<file path="config.mk">
export PLATFORM = sky130hd
export DESIGN_NAME = trap_entry_ctrl
export DESIGN_NICKNAME = d
export VERILOG_FILES = /design/src/rtl/trap_pkg.sv /design/src/rtl/trap_vec_decode.sv /design/src/rtl/trap_link_calc.sv /design/src/rtl/trap_entry_ctrl.sv
export SDC_FILE = /design/constraint.sdc
export NUM_CORES = 1
export LEC_CHECK = 0
export ABC_AREA = 1
export BUFFER_PORTS_ARGS = -buffer_cell sky130_fd_sc_hd__buf_2
export CORE_UTILIZATION = 52
export DETAILED_ROUTE_END_ITERATION = 6
export PLACE_DENSITY = 0.94
export SYNTH_ARGS = -nofsm -noshare
export SYNTH_HDL_FRONTEND = slang
export SYNTH_SLANG_ARGS = --single-unit
</file>
<file path="constraint.sdc">
create_clock -name clk -period 5.9 [get_ports clk]
set_clock_uncertainty 0.2 [all_clocks]
set_input_delay 0.295 -clock clk [delete_from_list [all_inputs] [get_ports clk]]
set_output_delay 0.295 -clock clk [all_outputs]
set_load 0.01 [all_outputs]
</file>
<file path="src/rtl/trap_pkg.sv">
package trap_pkg;
  localparam int XW     = 32;
  localparam int NVEC   = 8;
  localparam int I_BIT  = 7;
  localparam int F_BIT  = 6;

  typedef enum logic [2:0] {
    BK_SVC = 3'd0,
    BK_ABT = 3'd1,
    BK_UND = 3'd2,
    BK_IRQ = 3'd3,
    BK_FIQ = 3'd4
  } bank_e;

  localparam logic [4:0] M_FIQ32 = 5'h11;
  localparam logic [4:0] M_IRQ32 = 5'h12;
  localparam logic [4:0] M_SVC32 = 5'h13;
  localparam logic [4:0] M_ABT32 = 5'h17;
  localparam logic [4:0] M_UND32 = 5'h1B;
  localparam logic [4:0] M_FIQ26 = 5'h01;
  localparam logic [4:0] M_IRQ26 = 5'h02;
  localparam logic [4:0] M_SVC26 = 5'h03;

  // Legacy word: flags, I, F, word address, two-bit mode.
  function automatic logic [XW-1:0] pack26(logic [XW-1:0] st, logic [23:0] waddr);
    return {st[31:28], st[I_BIT], st[F_BIT], waddr, st[1:0]};
  endfunction
endpackage

</file>
<file path="src/rtl/trap_vec_decode.sv">
module trap_vec_decode
  import trap_pkg::*;
#(
  parameter int IDX_W = 4
) (
  input  logic [IDX_W-1:0] idx,
  input  logic             mode32,
  output logic             valid,
  output logic [4:0]       tmode,
  output bank_e            tbank,
  output logic             mask_f
);
  logic [2:0] lo;
  assign lo = idx[2:0];

  generate
    if (IDX_W > 3) begin : g_range
      assign valid = ~|idx[IDX_W-1:3];
    end else begin : g_full
      assign valid = 1'b1;
    end
  endgenerate

  always_comb begin
    tmode  = mode32 ? M_SVC32 : M_SVC26;
    tbank  = BK_SVC;
    mask_f = 1'b0;
    unique case (lo)
      3'd0: mask_f = 1'b1;
      3'd1: if (mode32) begin tmode = M_UND32; tbank = BK_UND; end
      3'd2: ;
      3'd3, 3'd4: if (mode32) begin tmode = M_ABT32; tbank = BK_ABT; end
      3'd5: tmode = M_SVC26;
      3'd6: begin tmode = mode32 ? M_IRQ32 : M_IRQ26; tbank = BK_IRQ; end
      3'd7: begin tmode = mode32 ? M_FIQ32 : M_FIQ26; tbank = BK_FIQ; mask_f = 1'b1; end
      default: ;
    endcase
  end
endmodule

</file>
<file path="src/rtl/trap_link_calc.sv">
module trap_link_calc
  import trap_pkg::*;
#(
  parameter int ADJ = 4
) (
  input  logic          mode32,
  input  logic          is_reset,
  input  logic [XW-1:0] pc,
  input  logic [XW-1:0] psr,
  output logic [XW-1:0] link
);
  logic [XW-1:0] base;
  assign base = mode32 ? pc : pack26(psr, pc[25:2]);
  assign link = is_reset ? base : base - XW'(ADJ);
endmodule

</file>
<file path="src/rtl/trap_entry_ctrl.sv">
module trap_entry_ctrl
  import trap_pkg::*;
#(
  parameter int IDX_W = 4
) (
  input  logic             clk,
  input  logic             rst,
  input  logic             mode32_i,
  input  logic             req_valid_i,
  input  logic [IDX_W-1:0] req_idx_i,
  input  logic [31:0]      cur_pc_i,
  input  logic [31:0]      cur_psr_i,
  output logic [31:0]      pc_o,
  output logic [31:0]      psr_o,
  output logic             flush_o,
  output logic [2:0]       bank_o,
  output logic             sv_we_o,
  output logic [31:0]      sv_data_o,
  output logic             lr_we_o,
  output logic [31:0]      lr_data_o,
  output logic             err_o
);
  localparam logic [XW-1:0] RST_PSR32 = XW'({1'b1, 1'b1, 1'b0, M_SVC32});
  localparam logic [XW-1:0] RST_PSR26 = XW'({1'b1, 1'b1, 1'b0, M_SVC26});

  logic          d_valid, d_maskf;
  logic [4:0]    d_mode;
  bank_e         d_bank;
  logic [XW-1:0] link, npsr, npc;
  logic [2:0]    lo;

  assign lo = req_idx_i[2:0];

  trap_vec_decode #(.IDX_W(IDX_W)) u_dec (
    .idx(req_idx_i), .mode32(mode32_i), .valid(d_valid),
    .tmode(d_mode), .tbank(d_bank), .mask_f(d_maskf)
  );

  trap_link_calc #(.ADJ(4)) u_link (
    .mode32(mode32_i), .is_reset(lo == 3'd0), .pc(cur_pc_i),
    .psr(cur_psr_i), .link(link)
  );

  always_comb begin
    npsr        = cur_psr_i;
    npsr[I_BIT] = 1'b1;
    if (d_maskf) npsr[F_BIT] = 1'b1;
    npsr[4:0]   = d_mode;
    npc = d_mode[4] ? XW'({lo, 2'b00}) : pack26(npsr, 24'(lo));
  end

  always_ff @(posedge clk) begin
    if (rst) begin
      pc_o      <= mode32_i ? '0 : pack26(RST_PSR26, '0);
      psr_o     <= mode32_i ? RST_PSR32 : RST_PSR26;
      flush_o   <= 1'b0;
      sv_we_o   <= 1'b0;
      lr_we_o   <= 1'b0;
      err_o     <= 1'b0;
      bank_o    <= BK_SVC;
      sv_data_o <= '0;
      lr_data_o <= '0;
    end else begin
      flush_o <= 1'b0;
      sv_we_o <= 1'b0;
      lr_we_o <= 1'b0;
      err_o   <= 1'b0;
      if (req_valid_i) begin
        if (d_valid) begin
          pc_o      <= npc;
          psr_o     <= npsr;
          bank_o    <= d_bank;
          sv_data_o <= cur_psr_i;
          lr_data_o <= link;
          flush_o   <= 1'b1;
          sv_we_o   <= 1'b1;
          lr_we_o   <= 1'b1;
        end else begin
          err_o <= 1'b1;
        end
      end
    end
  end
endmodule

</file>
==> results.sh, run 1 <==
export IMPL_powerDensity_mw_per_mm2=251
export IMPL_num_nets_final=879
export IMPL_seqCellArea_mm2=0.00264
export IMPL_worstReg2RegEnd="lr_data_o[10]"
export IMPL_startpoint_type="primary input"
export IMPL_yosysSeqAreaShare=0.517
export IMPL_io_pins=207
export IMPL_slowest_stage="nor2_2"
export IMPL_stdcell_area_mm2=0.00628
export IMPL_yosys_area_top_type="dfxtp_1"
export IMPL_route_met2_wl_um=6570
export IMPL_maxSlewViolCount=0
export IMPL_drcViolationCount=0
export IMPL_clkTransAtPathRegs_ps=120
export IMPL_grt_max_degree=60
export IMPL_cts_tree="done"
export IMPL_htreeDepth=3
export IMPL_path_buf_inv=4
export IMPL_rsz0062_at_grt="no"
export IMPL_cp_max_fo=28
export IMPL_p_leak_uw=0.00328
export IMPL_gp_congestion=0.938
export IMPL_numCtsBuffers=9
export IMPL_cp_cell_sequence="dlygate4sd3_1, buf_2, nand2_2, nor2_2, inv_1, a21oi_1, a22oi_1, inv_1"
export IMPL_die_h_um=101
export IMPL_grt_pass1_wl_um=20100
export IMPL_antenna_cells=0
export IMPL_port_buffers=184
export IMPL_dp_hpwl_um=9540
export IMPL_start_util=0.545
export IMPL_grt_antenna_before_repair=0
export IMPL_synth_seq_cells=111
export IMPL_cts_root_buf="clkbuf_8"
export IMPL_hold_end="sv_data_o[6]"
export IMPL_hp_start="cur_psr_i[6]"
export IMPL_peakVddDrop_mv=0.136
export IMPL_multi_input_area_mm2=0.00196
export IMPL_cp_common_cell="inv_1"
export IMPL_cp_num_cells=8
export IMPL_rows=35
export IMPL_power_uw=1580
export IMPL_drt_total_wl_um=13000
export IMPL_cts_setup_buffers=0
export IMPL_initialDrtViolationCount=223
export IMPL_wirelength_met1_um=5300
export IMPL_area_growth_syn_to_layout_pct=22.9
export IMPL_ys_flop_type="dfxtp_1"
export IMPL_ys_types=37
export IMPL_critical_path_class="in -> reg"
export IMPL_holdPathStages=3
export IMPL_avgSynthCellArea_um2=8.20
export IMPL_ant_nets=0
export IMPL_r2r_cells=4
export IMPL_vias=4690
export IMPL_fin_setup_tns_ps=0
export IMPL_setup_viol=0
export IMPL_clockBufferDepth=2
export IMPL_netlist_area_mm2=0.00511
export IMPL_highest_layer="met4"
export IMPL_clkLatencyLatePin_ps=350
export IMPL_viasPerCell=4.99
export IMPL_synth_top_area_frac=0.270
export IMPL_synth_area_leaders="dfxtp_1, edfxtp_1, nand2_1"
export IMPL_min_path_type="in -> reg"
export IMPL_rrSetupSlack_ps=5010
export IMPL_layout_cells_non_filler=940
export IMPL_met3_length_um=937
export IMPL_routedWlPerCell_um=13.8
export IMPL_slew_headroom=0.253
export IMPL_first_global_vias=4252
export IMPL_synth_edf_count=42
export IMPL_outcome="complete, no violations"
export IMPL_cts_sinks=111
export IMPL_grt_usage=0.250
export IMPL_die_area_mm2=0.0102
export IMPL_synthCells=623
export IMPL_ys_warn_count=0
export IMPL_slowest_delay_ps=850
export IMPL_min_period_over_period=0.440
export IMPL_grt_overflow_total=0
export IMPL_hold_worst_slack_ps=18.6
export IMPL_maxCapViolCount=0
export IMPL_r2r_start="lr_data_o[10]"
export IMPL_core_area_mm2=0.00937
export IMPL_die_width_um=101
export IMPL_arrival_ps=2710
export IMPL_first_pass_iters=5
export IMPL_hold_viol_final=0
export IMPL_critPathCaptureType="flop"
export IMPL_tightestPinTransition_ps=1120
export IMPL_critical_path_required_ps=6010
export IMPL_period_needed_ps=2600
export IMPL_clock_fmax_mhz=385
export IMPL_synthArstFlopShare=0
export IMPL_drive_gt1_frac=0.277
export IMPL_fillers=798
export IMPL_place_inst=917
export IMPL_placed_area_mm2=0.00602
export IMPL_cp_top_family="buffers and inverters"
-- area by class of cell --
cell class / count / area share
well taps: 129 / 0.0257
inverters: 85 / 0.0508
clock buffers: 9 / 0.0197
repair buffers: 193 / 0.160
flip-flops and latches: 111 / 0.421
clock inverters: 7 / 0.0106
multi-input cells: 406 / 0.313
-- metrics by stage --
stage / worst slack [ps] / utilization
detailed placement: 3240 / 0.643
floorplan: 3670 / -
global route: 3150 / 0.670
CTS: 3340 / 0.670
finish: 3300 / 0.670
global placement: 3260 / 0.643
-- logic make-up after synthesis --
kind of cell / share of synthesized area
simple gates: 0.261
buf+inv: 0.114
flops: 0.517
compound gates: 0.0969
xor+xnor: 0.00686
other cells: 0.00147
fa+ha+maj: 0.00245
-- worst max-delay path by stage --
stage	startpoint	endpoint
2_1_floorplan	req_idx_i[3]	pc_o[0]
3_5_place_dp	rst	lr_data_o[4]
5_1_grt	req_valid_i	lr_data_o[4]
4_1_cts	req_valid_i	lr_data_o[4]
3_3_place_gp	rst	lr_data_o[4]
6_report	req_valid_i	lr_data_o[4]
-- routing by layer --
layer,track usage,vias to the layer above
met4,0.0702,0
met3,0.0435,17
met1,0.304,2136
met2,0.453,209
met5,0,-
li1,-,2328
-- sequential cells by signal, indices dropped and copies added, names as in the netlist --
signal     count
err_o          1
psr_o         31
bank_o         3
lr_we_o        1
lr_data_o     32
sv_data_o     32
pc_o          11
-- placed cells by master (no fill, tap or decap), types with 2 or more instances in the layout --
master         Yosys  routed
a21oi_1           13      13
a22o_1             4       4
a31oi_1            2       2
buf_2              8     184
buf_4             25       2
clkbuf_8           0       9
clkinv_1           1       3
clkinv_4           0       2
conb_1             2      22
dfxtp_1           69      69
dlygate4sd3_1      0       7
edfxtp_1          42      42
inv_1             81      80
inv_2              3       3
inv_6              0       2
nand2_1          131     131
nand2_2            2       2
nand2_4            3       3
nand3_1           45      45
nand4_1            6       6
nor2_1            91      91
nor2_2             9       8
nor2_4             3       4
nor3_1             9       9
o21ai_0           27      27
o22a_1            24      24
xor2_1             3       3
-- power breakdown --
part           switching (uW)  internal (uW)  total, uW  leakage [uW]
Clock                     274            164        438     0.0000965
Combinational             161           98.9        260       0.00219
Sequential               24.3            857        882      0.000991
-- tightest hold or removal path, stage by stage --
cell,delay (ps)
buf_2,140
nand2_1,70
nand2_1,50
-- synth_stat cells (2+ instances only) --
master    count
a21oi_1      13
a22o_1        4
a31oi_1       2
buf_2         8
buf_4        25
clkbuf_1      7
conb_1        2
dfxtp_1      69
edfxtp_1     42
inv_1        81
inv_2         3
nand2_1     131
nand2_2       2
nand2_4       3
nand3_1      45
nand4_1       6
nor2_1       91
nor2_2        9
nor2_4        3
nor3_1        9
o21ai_0      27
o22a_1       24
xor2_1        3
-- timing repair --
action,in CTS,in global routing
endpoints found under the hold margin,6,0
hold buffers,7,0
resized for setup,0,0
Power figures use the tool's default switching activity.
==> run 2, diff against run 1 <==
CORE_UTILIZATION = 49   (was 52)
PLACE_DENSITY = 0.9   (was 0.94)
clock period = 2.5 ns   (was 5.9 ns; I/O delays follow)
==> results.sh, run 2 (synthesis results as in run 1) <==
export IMPL_fillers=734
export IMPL_io_pins=207
export IMPL_routedWlPerCell_um=15.2
export IMPL_cp_cell_sequence="dlygate4sd3_1, buf_2, nand2_1, dlygate4sd3_1, nor2_2, inv_1, a21oi_1, a21oi_1, nor2_1, dlygate4sd3_1"
export IMPL_core_area_mm2=0.00995
export IMPL_vias=5157
export IMPL_place_ws_ps=857
export IMPL_viasPerCell=5.09
export IMPL_critical_path_class="in -> reg"
export IMPL_dp_hpwl_um=9720
export IMPL_min_path_type="in -> reg"
export IMPL_slowest_delay_ps=580
export IMPL_hold_viol_final=0
export IMPL_first_global_vias=5125
export IMPL_num_nets_final=948
export IMPL_grt_antenna_before_repair=0
export IMPL_fin_setup_tns_ps=0
export IMPL_cp_common_cell="dlygate4sd3_1"
export IMPL_first_pass_iters=6
export IMPL_min_period_over_period=0.970
export IMPL_gp_congestion=0.946
export IMPL_rsz0062_at_grt="no"
export IMPL_die_area_mm2=0.0108
export IMPL_p_sw_uw=1140
export IMPL_top_regs="lr_data_o (32), sv_data_o (32), psr_o (31)"
export IMPL_drcViolationCount=0
export IMPL_clock_power_share=0.274
export IMPL_numCtsBuffers=9
export IMPL_die_h_um=104
export IMPL_powerDensity_mw_per_mm2=553
export IMPL_p_sw_frac=0.295
export IMPL_route_met2_wl_um=7720
export IMPL_startpoint_type="primary input"
export IMPL_period_needed_ps=2420
export IMPL_grt_overflow_total=0
export IMPL_combPwrFrac=0.186
export IMPL_seqCellArea_mm2=0.00264
export IMPL_peakVddDrop_mv=0.335
export IMPL_cp_max_fo=4
export IMPL_wirelength_met1_um=5940
export IMPL_highest_layer="met4"
export IMPL_antenna_cells=0
export IMPL_clkTransAtPathRegs_ps=120
export IMPL_grt_pass1_wl_um=24700
export IMPL_p_seq_frac=0.540
export IMPL_clkLatencyLatePin_ps=350
export IMPL_critical_path_required_ps=2610
export IMPL_clockBufferDepth=2
export IMPL_maxSlewViolCount=0
export IMPL_multi_input_area_mm2=0.00197
export IMPL_start_util=0.513
export IMPL_drive_gt1_frac=0.261
export IMPL_p_leak_uw=0.00356
export IMPL_ant_nets=0
export IMPL_p_int_uw=2720
export IMPL_layout_commonest_cell="buf_2"
export IMPL_cts_root_buf="clkbuf_8"
export IMPL_die_width_um=104
export IMPL_grt_max_degree=60
export IMPL_port_buffers=184
export IMPL_mostFrequentLayoutCells="buf_2, nand2_1, nor2_1"
export IMPL_arrival_ps=2530
export IMPL_rows=36
export IMPL_outcome="complete, no violations"
export IMPL_slew_headroom=0.560
export IMPL_met3_length_um=1250
export IMPL_htreeDepth=3
export IMPL_cts_sinks=111
export IMPL_area_growth_syn_to_layout_pct=36.5
export IMPL_slowest_stage="dlygate4sd3_1"
export IMPL_grt_usage=0.286
export IMPL_setup_viol=0
export IMPL_critPathCaptureType="flop"
export IMPL_initialDrtViolationCount=365
export IMPL_tightestPinTransition_ps=660
export IMPL_clock_fmax_mhz=412
export IMPL_cts_tree="done"
export IMPL_maxCapViolCount=0
export IMPL_fin_ws_ps=75.1
export IMPL_drt_total_wl_um=15400
run 2: cell types whose count changed in the layout (fill, tap and decap cells not counted), sizes merged:
cell / previous run / this run
clkinv: 6 / 3
dlygate4sd3: 7 / 73
clkbuf: 9 / 10
inv: 86 / 88
buf: 186 / 189
run 2: area by class of cell:
cell class,count,share of cell area
Timing Repair Buffer,262,0.242
Sequential cell,111,0.379
Clock inverter,6,0.00897
Tap cell,133,0.0239
Multi-Input combinational cell,406,0.282
Clock buffer,10,0.0183
Inverter,85,0.0457
run 2: worst paths after layout:
path,from,endpoint,slack (ps),cells after the start
worst max-delay path,req_idx_i[1],bank_o[1],80,10
worst min-delay path,mode32_i,lr_data_o[1],80,3
worst max register to register,lr_data_o[7],lr_data_o[7],1040,3
worst min register to register,sv_data_o[6],sv_data_o[6],250,2
run 2: power groups by stage:
stage | Combinational, uW | Clock (uW) | Sequential (uW)
5_1_grt | 772 | 1150 | 2100
4_1_cts | 694 | 1070 | 2080
6_report | 715 | 1060 | 2080
2_1_floorplan | 284 | 0 | 2190
3_3_place_gp | 600 | 0 | 2110
3_5_place_dp | 608 | 0 | 2120
run 2: worst max-delay path, delay by kind of cell:
kind	cells	cell delay (ps)
buffers and inverters	5	1900
AND/OR/NAND/NOR	3	270
AO/OA/AOI/OAI	2	230
run 2: routing by layer:
layer	track usage	vias to the layer above
met1	0.326	2352
met5	0	-
met4	0.120	0
met3	0.0570	47
li1	-	2468
met2	0.518	290
run 2: what timing repair did:
item / 4_1_cts / 5_1_grt
setup buffers: 0 / 0
endpoints found under the setup margin: 0 / 1
endpoints found under the hold margin: 94 / 0
hold buffers: 73 / 0
gates resized for setup: 0 / 1
run 2: through the flow:
| stage | utilization | cell area, um2 | hold WS (ps) | total power, uW | std cells |
|---|---|---|---|---|---|
| after global placement | 0.608 | 6050 | 151 | 2710 | 924 |
| after detailed placement | 0.608 | 6050 | 159 | 2730 | 924 |
| after CTS | 0.700 | 6970 | 42.3 | 3840 | 1013 |
| after floorplan | - | 5190 | 35.3 | 2470 | 643 |
| after global routing | 0.701 | 6970 | 84.7 | 4020 | 1013 |
| final | 0.701 | 6970 | 77.9 | 3850 | 1013 |
